### src/rtl/mu_pkg.sv
package mu_pkg;

    typedef enum logic {
        SRC_HOST  = 1'b0,
        SRC_LOCAL = 1'b1
    } src_e;

    localparam int DIR_IN  = 0;
    localparam int DIR_OUT = 1;
    localparam int NUM_DIR = 2;

    typedef enum logic [2:0] {
        K_NONE,
        K_MSG,
        K_DOOR,
        K_STAT,
        K_MASK,
        K_BASE
    } kind_e;

    typedef struct packed {
        kind_e      kind;
        logic       dir;
        logic [7:0] slot;
    } target_t;

    // Word layout: inbound msgs, outbound msgs, two doorbells,
    // (status, mask) per direction, then the base register.
    function automatic target_t map_word(int unsigned widx, int unsigned nmsg);
        target_t     t;
        int unsigned rel;
        t.kind = K_NONE;
        t.dir  = 1'b0;
        t.slot = '0;
        rel    = 0;
        if (widx < 2 * nmsg) begin
            t.kind = K_MSG;
            t.dir  = (widx >= nmsg);
            t.slot = 8'(widx % nmsg);
        end else if (widx < 2 * nmsg + 2) begin
            t.kind = K_DOOR;
            t.dir  = (widx == 2 * nmsg + 1);
        end else if (widx < 2 * nmsg + 6) begin
            rel    = widx - 2 * nmsg - 2;
            t.dir  = rel[1];
            t.kind = rel[0] ? K_MASK : K_STAT;
        end else if (widx == 2 * nmsg + 6) begin
            t.kind = K_BASE;
        end
        return t;
    endfunction

endpackage

### src/rtl/mu_decode.sv
module mu_decode
    import mu_pkg::*;
#(
    parameter int ADDR_W  = 32,
    parameter int WIN_LSB = 12,
    parameter int NUM_MSG = 2
) (
    input  logic [ADDR_W-1:0]         addr,
    input  logic [ADDR_W-WIN_LSB-1:0] base_hi,
    output logic                      hit,
    output target_t                   tgt
);
    localparam int WIDX_W = WIN_LSB - 2;

    logic [WIDX_W-1:0] widx;
    logic [1:0]        unused_lsb;

    assign unused_lsb = addr[1:0];
    assign widx       = addr[WIN_LSB-1:2];
    assign hit        = (addr[ADDR_W-1:WIN_LSB] == base_hi);
    assign tgt        = map_word(32'(widx), NUM_MSG);
endmodule

### src/rtl/mu_dir.sv
module mu_dir #(
    parameter int DATA_W  = 32,
    parameter int NUM_MSG = 2,
    parameter int SLOT_W  = 1,
    parameter int STAT_W  = NUM_MSG + 1
) (
    input  logic                            clk,
    input  logic                            rst,
    input  logic                            msg_we,
    input  logic [SLOT_W-1:0]               msg_slot,
    input  logic                            door_we,
    input  logic                            stat_we,
    input  logic                            mask_we,
    input  logic                            setter,
    input  logic [DATA_W-1:0]               wdata,
    output logic [NUM_MSG-1:0][DATA_W-1:0]  msg_q,
    output logic [DATA_W-1:0]               door_q,
    output logic [STAT_W-1:0]               stat_q,
    output logic [STAT_W-1:0]               mask_q,
    output logic                            irq
);
    logic [NUM_MSG-1:0] flag_q;

    for (genvar k = 0; k < NUM_MSG; k++) begin : g_slot
        logic slot_hit;
        assign slot_hit = msg_we && (msg_slot == SLOT_W'(k));

        always_ff @(posedge clk) begin
            if (rst) begin
                msg_q[k] <= '0;
            end else if (slot_hit) begin
                msg_q[k] <= wdata;
            end
        end

        always_ff @(posedge clk) begin
            if (rst) begin
                flag_q[k] <= 1'b0;
            end else if (slot_hit) begin
                flag_q[k] <= 1'b1;
            end else if (stat_we && wdata[k]) begin
                flag_q[k] <= 1'b0;
            end
        end
    end

    always_ff @(posedge clk) begin
        if (rst) begin
            door_q <= '0;
        end else if (door_we) begin
            door_q <= setter ? (door_q | wdata) : (door_q & ~wdata);
        end
    end

    always_ff @(posedge clk) begin
        if (rst) begin
            mask_q <= '0;
        end else if (mask_we) begin
            mask_q <= wdata[STAT_W-1:0];
        end
    end

    assign stat_q = {(|door_q), flag_q};
    assign irq    = |(stat_q & ~mask_q);
endmodule

### src/rtl/mbox_msg_unit.sv
module mbox_msg_unit
    import mu_pkg::*;
#(
    parameter int                DATA_W     = 32,
    parameter int                ADDR_W     = 32,
    parameter int                WIN_LSB    = 12,
    parameter int                NUM_MSG    = 2,
    parameter logic [ADDR_W-1:0] RESET_BASE = 32'h8000_0000
) (
    input  logic              clk,
    input  logic              rst,
    input  logic              req_valid,
    input  logic              req_write,
    input  logic              req_src,
    input  logic              req_burst,
    input  logic [ADDR_W-1:0] req_addr,
    input  logic [DATA_W-1:0] req_wdata,
    output logic              rsp_valid,
    output logic              rsp_err,
    output logic [DATA_W-1:0] rsp_rdata,
    output logic              irq_local,
    output logic              irq_host
);
    localparam int SLOT_W = (NUM_MSG > 1) ? $clog2(NUM_MSG) : 1;
    localparam int STAT_W = NUM_MSG + 1;
    localparam int BASE_W = ADDR_W - WIN_LSB;

    logic [BASE_W-1:0]                             base_q;
    logic                                          win_hit;
    target_t                                       tgt;
    logic                                          claim;
    logic                                          do_wr;
    logic [SLOT_W-1:0]                             slot;
    logic [NUM_DIR-1:0][NUM_MSG-1:0][DATA_W-1:0]   msg_all;
    logic [NUM_DIR-1:0][DATA_W-1:0]                door_all;
    logic [NUM_DIR-1:0][STAT_W-1:0]                stat_all;
    logic [NUM_DIR-1:0][STAT_W-1:0]                mask_all;
    logic [NUM_DIR-1:0]                            irq_v;
    logic [DATA_W-1:0]                             rd_word;

    mu_decode #(
        .ADDR_W  (ADDR_W),
        .WIN_LSB (WIN_LSB),
        .NUM_MSG (NUM_MSG)
    ) u_dec (
        .addr    (req_addr),
        .base_hi (base_q),
        .hit     (win_hit),
        .tgt     (tgt)
    );

    assign claim = req_valid && win_hit;
    assign do_wr = claim && req_write && !req_burst;
    assign slot  = SLOT_W'(tgt.slot);

    for (genvar d = 0; d < NUM_DIR; d++) begin : g_dir
        localparam src_e SETTER = (d == DIR_IN) ? SRC_HOST : SRC_LOCAL;
        logic sel_dir;
        assign sel_dir = (tgt.dir == 1'(d));

        mu_dir #(
            .DATA_W  (DATA_W),
            .NUM_MSG (NUM_MSG),
            .SLOT_W  (SLOT_W),
            .STAT_W  (STAT_W)
        ) u_dir (
            .clk      (clk),
            .rst      (rst),
            .msg_we   (do_wr && sel_dir && (tgt.kind == K_MSG)),
            .msg_slot (slot),
            .door_we  (do_wr && sel_dir && (tgt.kind == K_DOOR)),
            .stat_we  (do_wr && sel_dir && (tgt.kind == K_STAT)),
            .mask_we  (do_wr && sel_dir && (tgt.kind == K_MASK)),
            .setter   (req_src == SETTER),
            .wdata    (req_wdata),
            .msg_q    (msg_all[d]),
            .door_q   (door_all[d]),
            .stat_q   (stat_all[d]),
            .mask_q   (mask_all[d]),
            .irq      (irq_v[d])
        );
    end

    always_ff @(posedge clk) begin
        if (rst) begin
            base_q <= RESET_BASE[ADDR_W-1:WIN_LSB];
        end else if (do_wr && (tgt.kind == K_BASE)) begin
            base_q <= req_wdata[ADDR_W-1:WIN_LSB];
        end
    end

    always_comb begin
        rd_word = '0;
        unique case (tgt.kind)
            K_MSG:   rd_word = msg_all[tgt.dir][slot];
            K_DOOR:  rd_word = door_all[tgt.dir];
            K_STAT:  rd_word = DATA_W'(stat_all[tgt.dir]);
            K_MASK:  rd_word = DATA_W'(mask_all[tgt.dir]);
            K_BASE:  rd_word = DATA_W'({base_q, {WIN_LSB{1'b0}}});
            default: rd_word = '0;
        endcase
    end

    always_ff @(posedge clk) begin
        if (rst) begin
            rsp_valid <= 1'b0;
            rsp_err   <= 1'b0;
            rsp_rdata <= '0;
        end else begin
            rsp_valid <= claim;
            rsp_err   <= claim && req_burst;
            rsp_rdata <= (claim && !req_write && !req_burst) ? rd_word : '0;
        end
    end

    assign irq_local = irq_v[DIR_IN];
    assign irq_host  = irq_v[DIR_OUT];
endmodule

### config.mk
export PLATFORM = sky130hd
export DESIGN_NAME = mbox_msg_unit
export DESIGN_NICKNAME = d
export VERILOG_FILES = /design/src/rtl/mu_pkg.sv /design/src/rtl/mu_decode.sv /design/src/rtl/mu_dir.sv /design/src/rtl/mbox_msg_unit.sv
export SDC_FILE = /design/constraint.sdc
export NUM_CORES = 1
export LEC_CHECK = 0
export ABC_AREA = 0
export BUFFER_PORTS_ARGS = -buffer_cell sky130_fd_sc_hd__buf_2
export CORE_AREA = 3 3 150 152
export DETAILED_ROUTE_END_ITERATION = 8
export DIE_AREA = 0 0 153 155
export PLACE_DENSITY = 0.74
export SYNTH_ARGS = -nofsm -noshare
export SYNTH_HDL_FRONTEND = slang
export SYNTH_SLANG_ARGS = --single-unit
### constraint.sdc
create_clock -name clk -period 2.9 [get_ports clk]
set_clock_uncertainty 0.1 [all_clocks]
set_input_delay 0.29 -clock clk [delete_from_list [all_inputs] [get_ports clk]]
set_output_delay 0.29 -clock clk [all_outputs]
set_load 0.005 [all_outputs]
After elaboration in Yosys (flattened, before gate mapping). Cells that the tools add are included.

Add/sub/neg operators: 2. Order comparisons: 6. Equal/unequal tests: 8. Muxes and demuxes: 28. Bitwise operators: 12. Reductions and logical operators: 36.

Operators by type and width (number): 2-to-1 mux 32 bit (6); case mux 32 bit (5 select lines) (1); 2-to-1 mux 64 bit (2); AND 32 bit (2); OR 32 bit (2); OR reduction 32 bit (2); inverter 32 bit (1); logical AND 1 bit (25); 2-to-1 mux 3 bit (7); == test 20 bit (1); < comparator 10 x 3 -> 1 bit, second input constant (2); == test 10 x 3 -> 1 bit, second input constant (1); == test 10 x 4 -> 1 bit, second input constant (1); >= comparator 10 x 2 -> 1 bit, second input constant (1); < comparator 10 x 4 -> 1 bit, second input constant (1); 2-to-1 mux 1 bit (10); 2-to-1 mux 4 bit (2); nonzero test 2 bit (4); AND 3 bit (2); == test 3 x 2 -> 1 bit, second input constant (2); == test 3 bit, second input constant (2); inverter 3 bit (2); OR reduction 3 bit (2); < comparator 1 x 2 -> 1 bit, second input constant (2); 6 further kinds (9).

Register bits: 256. Bits of input ports: 70. Output and inout port bits: 36. Word-level logic and storage cells: 108.

Longest topological paths before layout. Gate-level depths: netlist (run 1).

Depth after elaboration: 12. Gate-level depth with buffers: 10.

Hierarchy. A second synthesis (run 1) with hierarchy kept.

Cells, all modules: 1349. Area total of the unflattened synthesis: 11329.6 um2.

Modules (own cells, without submodules): mu_dir (instances 2, cells each 487, area an instance 3766.1 um2, seq. area each 2021.9 um2); mbox_msg_unit (instances 1, cells each 317, area an instance 3378.2 um2, seq. area each 1081.0 um2); mu_decode (instances 1, cells each 58, area an instance 419.2 um2, seq. area each 0.0 um2).

Least setup slack after synthesis (run 1). No wires, ideal clock.

Path kind: input-to-reg. From: in req_addr[3]. To: reg rsp_rdata[23]. Library setup time: 0.117 ns. Arrival time: 2.192 ns. Path slack: 0.491 ns. Stages on the path: 9. Path through: buf_2 > nor3b_1 > a221o_1 > buf_6 > and2_4 > buf_6 > buf_8 > mux4_2 > a22o_1.

Longest elaborated chain between the ends: 10. Elaborated cells on any way between the ends: 26.

RTL lines: start: declaration (RTL line mbox_msg_unit.sv:16) `input logic [ADDR_W-1:0] req_addr,`; subtractor 2 x 1 -> 2 bit (RTL line mu_pkg.sv:44) `rel = widx - 2 * nmsg - 2;`; subtractor 2 bit (RTL line mu_pkg.sv:44); 2-to-1 mux 1 bit (RTL line mu_pkg.sv:43) `end else if (widx < 2 * nmsg + 6) begin`; 2-to-1 mux 4 bit (RTL line mu_pkg.sv:40) `end else if (widx < 2 * nmsg + 2) begin`; 2-to-1 mux 4 bit (RTL line mu_pkg.sv:36) `if (widx < 2 * nmsg) begin`; 2-to-1 mux 64 bit (implied by the code) (2 in a row) (RTL line mbox_msg_unit.sv:95) `K_MSG: rd_word = msg_all[tgt.dir][slot];`; 2-to-1 mux 32 bit (implied by the code) (2 in a row) (RTL line mbox_msg_unit.sv:95); case mux 32 bit (5 select lines) (*) (RTL line mbox_msg_unit.sv:94) `unique case (tgt.kind)`; end signal: assignment (RTL line mbox_msg_unit.sv:112) `rsp_rdata <= (claim && !req_write && !req_burst) ? rd_word : '0;`; end: declaration (RTL line mbox_msg_unit.sv:20) `output logic [DATA_W-1:0] rsp_rdata,`.

Every way passes the cells marked *; elsewhere a longest branch is shown, timed or not. The select of a mux whose other input is x is not followed. A chain may end at the register's enable or synchronous reset.

Worst setup path in the final report (run 1).
From: reg base_q[5]. To: reg rsp_rdata[11].

Longest elaborated chain between the ends: 6.

RTL lines: start: declaration (RTL line mbox_msg_unit.sv:28) `logic [BASE_W-1:0] base_q;`; start signal: assignment (RTL line mbox_msg_unit.sv:86) `base_q <= RESET_BASE[ADDR_W-1:WIN_LSB];`; start signal: assignment (RTL line mbox_msg_unit.sv:88) `base_q <= req_wdata[ADDR_W-1:WIN_LSB];`; == test 20 bit (RTL line mu_decode.sv:20) `assign hit = (addr[ADDR_W-1:WIN_LSB] == base_hi);`; logical AND 1 bit (RTL line mbox_msg_unit.sv:52) `assign claim = req_valid && win_hit;`; logical AND 1 bit (2 in a row) (RTL line mbox_msg_unit.sv:112); inverter 1 bit (no line); OR reduction 2 bit (no line).

No other way between the ends.

==> impl_metrics.env, run 1 <==
export IMPL_family_with_the_most_delay_on_the_worst_path="simple AND/OR/NAND/NOR gates"
export IMPL_drt_iter0_drc=788
export IMPL_cp_cell_sequence="xor2_1 -> nor4_4 -> and4_1 -> nand2_1 -> or4_1 -> o2bb2ai_1"
export IMPL_detail_route_vias_per_cell=5.76
export IMPL_clock_tree_htree_level_count=1
export IMPL_setup_repair_after_global_routing_missed_its_margin="no"
export IMPL_static_leakage_power_nw=5.38
export IMPL_clk_insertion_delay_late_ns=0.52
export IMPL_hold_violations=0
export IMPL_vias=9167
export IMPL_final_setup_viol_count=0
export IMPL_layout_nets=1370
export IMPL_tritoncts="yes"
export IMPL_antenna_violations_before_repair=0
export IMPL_dp_hpwl_microns=19900
export IMPL_worst_ep_arrival_time_ns=2.95
export IMPL_clk_root_buffer_cell="sky130_fd_sc_hd__clkbuf_16"
export IMPL_powerDensity_nw_per_um2=535
export IMPL_reg_to_reg_slack_setup_ns=0.28
export IMPL_synth_fp_nets=1261
export IMPL_post_layout_nonfiller_instances=1591
export IMPL_grt_ovfl_total=0
export IMPL_core_area_sq_um=21200
export IMPL_number_of_placement_rows=53
export IMPL_ys_flop_type="sky130_fd_sc_hd__dfxtp_1"
export IMPL_slew_limit_headroom_pct=42.0
export IMPL_ys_async_sr_fraction_pct=0
export IMPL_final_layout_size_suffix_gt1_share_pct=17.5
export IMPL_min_delay_path_class="primary input to register"
export IMPL_route_detailed_drc=0
export IMPL_cp_required_ns=3.24
export IMPL_worstPathBufferInverterCount=0
export IMPL_flow_area_growth_from_synthesis_pct=17.2
export IMPL_global_route_wire_length_before_repair_microns=48600
export IMPL_drv_max_cap_violation_count=0
export IMPL_postPlaceCellArea_sq_um=12400
export IMPL_die_height_microns=155
export IMPL_drt_pass1_iterations=5
export IMPL_cts_buffer_depth=3
export IMPL_die_area_sq_um=23700
export IMPL_nFillCells=1739
export IMPL_gp_congestion=0.841
export IMPL_number_of_buffers_added_on_ports=103
export IMPL_ir_worst_vdd_mv=0.372
export IMPL_insertedDiodeCount=0
export IMPL_numClockSinks=256
export IMPL_synth_edf_count=0
export IMPL_tot_gr_track_use_pct=25.0
export IMPL_finalSetupTns_ns=0
export IMPL_die_width_microns=153
export IMPL_ys_warnings_count=0
export IMPL_synth_seq_area_share_pct=44.2
export IMPL_grt_start_max_net_pins=192
export IMPL_cts_buffers=27
export IMPL_critPathKind="register to register"
export IMPL_status="completed"
export IMPL_clk_pin_slew_worst_paths_ns=0.06
export IMPL_number_of_distinct_library_cells_after_synthesis=51
export IMPL_final_min_period_over_clock_period_pct=90.3
export IMPL_critical_path_fanouts_max=9
export IMPL_io_pins=106
export IMPL_worst_margin_pin_slew_ns=0.870
export IMPL_placed_cells=1516
export IMPL_mean_cell_area_of_the_mapped_netlist_sq_um=9.74
export IMPL_final_cell_area_sq_um=13600
export IMPL_max_freq_ghz=0.382
export IMPL_wire_per_inst_microns=19.3
export IMPL_setup_worst_path_start_class="register"
export IMPL_min_period_ns=2.62
export IMPL_syn_area_sq_um=11600
export IMPL_crit_path_max_incr_delay_ns=0.77
export IMPL_floorplan_initialDensity_pct=54.8
export IMPL_post_cts_setup_buffer_count=0
export IMPL_postRouteAntennaNets=0
export IMPL_route_final_wire_length_microns=30800
export IMPL_end_kind="register"
export IMPL_final_max_slew_violation_count=0
export IMPL_synth_seq_cells=256
export IMPL_cell_with_the_largest_stage_delay_on_the_worst_path="sky130_fd_sc_hd__or4_1"
export IMPL_postSynthCellCount=1191
export IMPL_first_global_vias=9108
-- layout make-up --
cell class                      count  area, sq um  area share [%]
Timing Repair Buffer              174         1230            9.05
Multi-Input combinational cell    834         5990            44.1
Inverter                            7         26.3           0.193
Clock inverter                      8          118           0.865
Tap cell                          275          344            2.53
Clock buffer                       37          763            5.61
Sequential cell                   256         5120            37.7
-- report_power, final --
part           switching, mW  total (mW)  internal (mW)
Clock                   1.34        3.43           2.09
Sequential     0.00000000229        3.52           3.52
Combinational          0.200       0.327          0.127
Total                   1.54        7.27           5.73
-- kinds of logic after synthesis --
| group | count (synthesis) | synth area share [%] |
|---|---|---|
| compound gates | 129 | 6.98 |
| xor+xnor | 20 | 1.51 |
| buf+inv | 101 | 4.48 |
| flops | 256 | 44.2 |
| mux | 233 | 23.3 |
| simple gates | 452 | 19.5 |
-- synth_stat cells (all sizes together), types with 7 or more instances --
cell	count	area share [%]
dfxtp	256	44
mux2i	203	18
nand2	141	4.6
nor2	105	3.4
nand2b	77	4.2
nand3	67	2.9
a21oi	58	2.5
clkbuf	55	1.8
buf	39	2.5
mux4	29	5.7
nor4	26	2.2
o21ai	25	1.1
a22o	20	1.5
xor2	14	1.1
o2bb2ai	9	0.68
nand4	8	0.56
inv	7	0.23
-- stage by stage --
step	hold WS (ns)	total power [mW]	setup WS (ns)	utilization, %
after floorplan	0.312	3.75	0.491	-
after global placement	0.335	3.89	0.295	58.7
after detailed placement	0.343	3.89	0.239	58.7
after CTS	0.000428	7.32	0.312	64.3
after global routing	0.0241	7.48	0.159	64.3
final	0.0159	7.27	0.282	64.3
-- final timing paths --
path,from,end,cells past startpoint
min reg2reg,g_dir[1].u_dir.msg_q[15],g_dir[1].u_dir.msg_q[15],2
min,req_wdata[1],g_dir[1].u_dir.msg_q[1],3
max,base_q[5],rsp_rdata[11],6
max reg2reg,base_q[5],rsp_rdata[11],6
-- worst reg2reg max path, cell delays in order, from the launching register on --
cell	delay [ns]
sky130_fd_sc_hd__dfxtp_1	0.34
sky130_fd_sc_hd__xor2_1	0.20
sky130_fd_sc_hd__nor4_4	0.37
sky130_fd_sc_hd__and4_1	0.32
sky130_fd_sc_hd__nand2_1	0.15
sky130_fd_sc_hd__or4_1	0.77
sky130_fd_sc_hd__o2bb2ai_1	0.29
-- routing by layer --
layer	vias to the layer above	global-route usage (%)	wire length [microns]
li1	4377	-	-
met1	4416	33.8	13300
met2	328	42.1	14800
met3	46	3.50	1950
met4	0	7.42	682
met5	-	0	0
-- cells in the final DEF, fill, tap and decap left out, drive strengths merged, types with 5 or more instances in the layout --
| cell | instances |
|---|---|
| dfxtp | 256 |
| mux2i | 203 |
| buf | 144 |
| nand2 | 141 |
| nor2 | 105 |
| nand2b | 77 |
| nand3 | 67 |
| a21oi | 58 |
| clkbuf | 37 |
| dlygate4sd3 | 30 |
| mux4 | 29 |
| nor4 | 26 |
| o21ai | 25 |
| a22o | 20 |
| xor2 | 14 |
| o2bb2ai | 9 |
| nand4 | 8 |
| inv | 7 |
| xnor2 | 6 |
| a211oi | 6 |
| and2 | 5 |
-- repair_timing --
action	4_1_cts	5_1_grt
hold buffers	30	0
gates resized for setup	0	0
endpoints found under the hold margin	62	0
Note: power is estimated with default switching activity, not from simulation.
==> run 2, diff against run 1 <==
ABC_AREA = 1   (was 0)
CORE_AREA = 3 3 159 161   (was 3 3 150 152)
DIE_AREA = 0 0 162 164   (was 0 0 153 155)
PLACE_DENSITY = 0.73   (was 0.74)
==> run 2 against run 1 <==
Effect of this change: hold slack better by 0.016 ns; critical path type unchanged; final area is 10% higher; critical path depth is 7 higher; non-clock buffer count shrank 4; critical endpoint is now g_dir[1].u_dir.msg_q[29]; clock power increased by 5%; count of clock-buffer cells in the layout rose by 8; largest power group is now the clock network; die area grew 12%.
==> impl_metrics.env, run 2 <==
export IMPL_detail_route_vias_per_cell=5.09
export IMPL_min_delay_path_class="primary input to register"
export IMPL_cts_buffers=28
export IMPL_gp_congestion=0.861
export IMPL_min_delay_path_depth=3
export IMPL_worst_margin_pin_slew_ns=0.898
export IMPL_die_height_microns=164
export IMPL_final_hold_worst_slack_ns=0.0321
export IMPL_finalSetupTns_ns=0
export IMPL_nFillCells=2342
export IMPL_crit_path_start="base_q[1]"
export IMPL_tot_gr_track_use_pct=27.0
export IMPL_setup_repair_after_global_routing_missed_its_margin="no"
export IMPL_final_cell_area_sq_um=15000
export IMPL_clk_insertion_delay_late_ns=0.56
export IMPL_worst_ep_arrival_time_ns=2.96
export IMPL_numClockSinks=256
export IMPL_critical_path_fanouts_max=42
export IMPL_family_with_the_most_delay_on_the_worst_path="simple AND/OR/NAND/NOR gates"
export IMPL_final_setup_viol_count=0
export IMPL_first_global_vias=11800
export IMPL_synthXorXnorAreaFrac_pct=0.268
export IMPL_crit_path_max_incr_delay_ns=0.41
export IMPL_ir_worst_vdd_mv=0.441
export IMPL_cell_with_the_largest_stage_delay_on_the_worst_path="sky130_fd_sc_hd__nor2_4"
export IMPL_ys_warnings_count=0
export IMPL_synth_mux_area_fraction_pct=0
export IMPL_drt_pass1_iterations=6
export IMPL_hold_start="req_wdata[20]"
export IMPL_synth_seq_area_share_pct=39.3
export IMPL_io_pins=106
export IMPL_min_period_ns=2.57
export IMPL_worstPathBufferInverterCount=2
export IMPL_grt_start_max_net_pins=83
export IMPL_cp_cell_sequence="inv_1 -> nand2_1 -> nand2_1 -> nor2_1 -> nand2_1 -> nor2_1 -> nand3_2 -> nor2_4 -> nand4_1 -> buf_4 -> nand2_1 -> nand2_1 -> nor2_1"
export IMPL_synth_edf_count=0
export IMPL_postPlaceCellArea_sq_um=13700
export IMPL_synth_most_common_cell="sky130_fd_sc_hd__nand2_1"
export IMPL_ys_flop_type="sky130_fd_sc_hd__dfxtp_1"
export IMPL_insertedDiodeCount=0
export IMPL_drv_max_cap_violation_count=0
export IMPL_antenna_violations_before_repair=0
export IMPL_floorplan_initialDensity_pct=54.2
export IMPL_die_width_microns=162
export IMPL_route_detailed_drc=0
export IMPL_status="completed"
export IMPL_final_common_cell="sky130_fd_sc_hd__nand2_1"
export IMPL_hold_violations=0
export IMPL_synth_seq_cells=256
export IMPL_drt_iter0_drc=1221
export IMPL_clk_root_buffer_cell="sky130_fd_sc_hd__clkbuf_16"
export IMPL_ys_top_cells_by_area="sky130_fd_sc_hd__dfxtp_1 (39%), sky130_fd_sc_hd__nand2_1 (18%), sky130_fd_sc_hd__nor2_1 (14%), sky130_fd_sc_hd__inv_1 (7.3%), sky130_fd_sc_hd__nand3_1 (5.7%)"
export IMPL_reg2regPathDepth=13
export IMPL_slew_limit_headroom_pct=40.1
export IMPL_synthSimpleGateAreaFrac_pct=42.8
export IMPL_final_max_slew_violation_count=0
export IMPL_ys_async_sr_fraction_pct=0
export IMPL_grt_ovfl_total=0
export IMPL_wire_per_inst_microns=14.4
export IMPL_capture_instance_of_the_worst_register_to_register_path="g_dir[1].u_dir.msg_q[29]"
export IMPL_synth_fp_nets=2215
export IMPL_powerDensity_nw_per_um2=497
export IMPL_mean_cell_area_of_the_mapped_netlist_sq_um=6.09
export IMPL_setup_worst_path_start_class="register"
export IMPL_post_layout_total_power_mw=7.44
export IMPL_number_of_buffers_added_on_ports=103
export IMPL_holdPathEnd="g_dir[1].u_dir.msg_q[20]"
export IMPL_route_final_wire_length_microns=36900
export IMPL_post_synth_fa_ha_maj_area_fraction_pct=0
export IMPL_end_kind="register"
export IMPL_tritoncts="yes"
export IMPL_final_layout_size_suffix_gt1_share_pct=9.14
export IMPL_critPathKind="register to register"
export IMPL_ff_latch_area_sq_um=5120
export IMPL_final_min_period_over_clock_period_pct=88.6
export IMPL_core_area_sq_um=24100
export IMPL_cts_buffer_depth=3
export IMPL_global_route_wire_length_before_repair_microns=59400
export IMPL_synth_top_cell_area_share_pct=39.3
export IMPL_synth_top_family_by_area="simple AND/OR/NAND/NOR gates"
export IMPL_synth_compound_gate_area_share_pct=5.48
export IMPL_clock_tree_htree_level_count=1
export IMPL_static_leakage_power_nw=7.85
export IMPL_commonest_cells_after_routing_fill_and_taps_aside="sky130_fd_sc_hd__nand2_1 (618), sky130_fd_sc_hd__nor2_1 (487), sky130_fd_sc_hd__dfxtp_1 (256)"
export IMPL_synth_area_leader_cell="sky130_fd_sc_hd__dfxtp_1"
export IMPL_path_common_cell="sky130_fd_sc_hd__nand2_1"
export IMPL_yosys_top_cells_count="sky130_fd_sc_hd__nand2_1 (618), sky130_fd_sc_hd__nor2_1 (488), sky130_fd_sc_hd__dfxtp_1 (256), sky130_fd_sc_hd__inv_1 (254), sky130_fd_sc_hd__nand3_1 (150)"
export IMPL_die_area_sq_um=26600
export IMPL_max_freq_ghz=0.389
export IMPL_dp_hpwl_microns=22100
export IMPL_cp_required_ns=3.29
export IMPL_syn_area_sq_um=13100
export IMPL_number_of_distinct_library_cells_after_synthesis=33
export IMPL_number_of_placement_rows=57
export IMPL_multiInputGateArea_sq_um=6350
export IMPL_flow_area_growth_from_synthesis_pct=14.6
export IMPL_postRouteAntennaNets=0
export IMPL_clk_pin_slew_worst_paths_ns=0.06
export IMPL_r2r_start="base_q[1]"
export IMPL_reg_to_reg_slack_setup_ns=0.33
export IMPL_vias=13000
export IMPL_postSynthCellCount=2145
export IMPL_layout_nets=2283
run 2: tightest hold or removal path: stages:
cell and delay, ns:
sky130_fd_sc_hd__buf_2 0.18, sky130_fd_sc_hd__nor2_1 0.12, sky130_fd_sc_hd__nor2_1 0.05
run 2: how the worst max path moves through the flow:
stage / slack (ns) / depth (start not counted) / endpoint
floorplan: 1.06 / 14 / g_dir[0].u_dir.msg_q[49]
global route: 0.03 / 13 / g_dir[1].u_dir.msg_q[28]
detailed placement: 0.23 / 14 / g_dir[0].u_dir.msg_q[13]
CTS: 0.34 / 13 / g_dir[1].u_dir.msg_q[5]
global placement: 0.33 / 14 / g_dir[0].u_dir.msg_q[13]
finish: 0.33 / 13 / g_dir[1].u_dir.msg_q[29]
run 2: area by class of cell:
type / instances / area share [%]
clock buffer: 45 / 5.91
clock inverter: 5 / 0.426
inverter: 258 / 6.51
multi-input combinational: 1499 / 42.4
sequential: 256 / 34.2
tap: 324 / 2.71
timing repair buffer: 170 / 7.76
run 2: routing by layer:
metal	GRT usage (%)	part of all wire (%)
met5	0	0
met3	3.25	6.8
met4	7.48	2.2
met1	36.4	44
met2	46.0	47
run 2: metrics by stage:
stage	setup slack (ns)	utilization (%)	cells
after global placement	0.331	56.8	2475
after floorplan	1.06	-	2145
after CTS	0.344	62.1	2557
final	0.332	62.1	2557
after detailed placement	0.227	56.8	2475
after global routing	0.0255	62.1	2557
run 2: logic make-up (layout without fill, tap and decap cells):
logic type      Yosys count  in the layout
compound gates          138            138
xor+xnor                  4              4
buf+inv                 390            478
simple gates           1357           1357
flops                   256            256
run 2: power by group:
group	internal [mW]	switching, mW	total (mW)
Combinational	0.102	0.219	0.321
Clock	2.16	1.44	3.60
Sequential	3.52	0.00000000347	3.52
run 2: what timing repair did:
| item | in CTS | in global routing |
|---|---|---|
| hold endpoints to repair | 129 | 0 |
| gates resized for setup | 0 | 0 |
| buffers inserted | 0 | 0 |
| hold buffers | 32 | 0 |
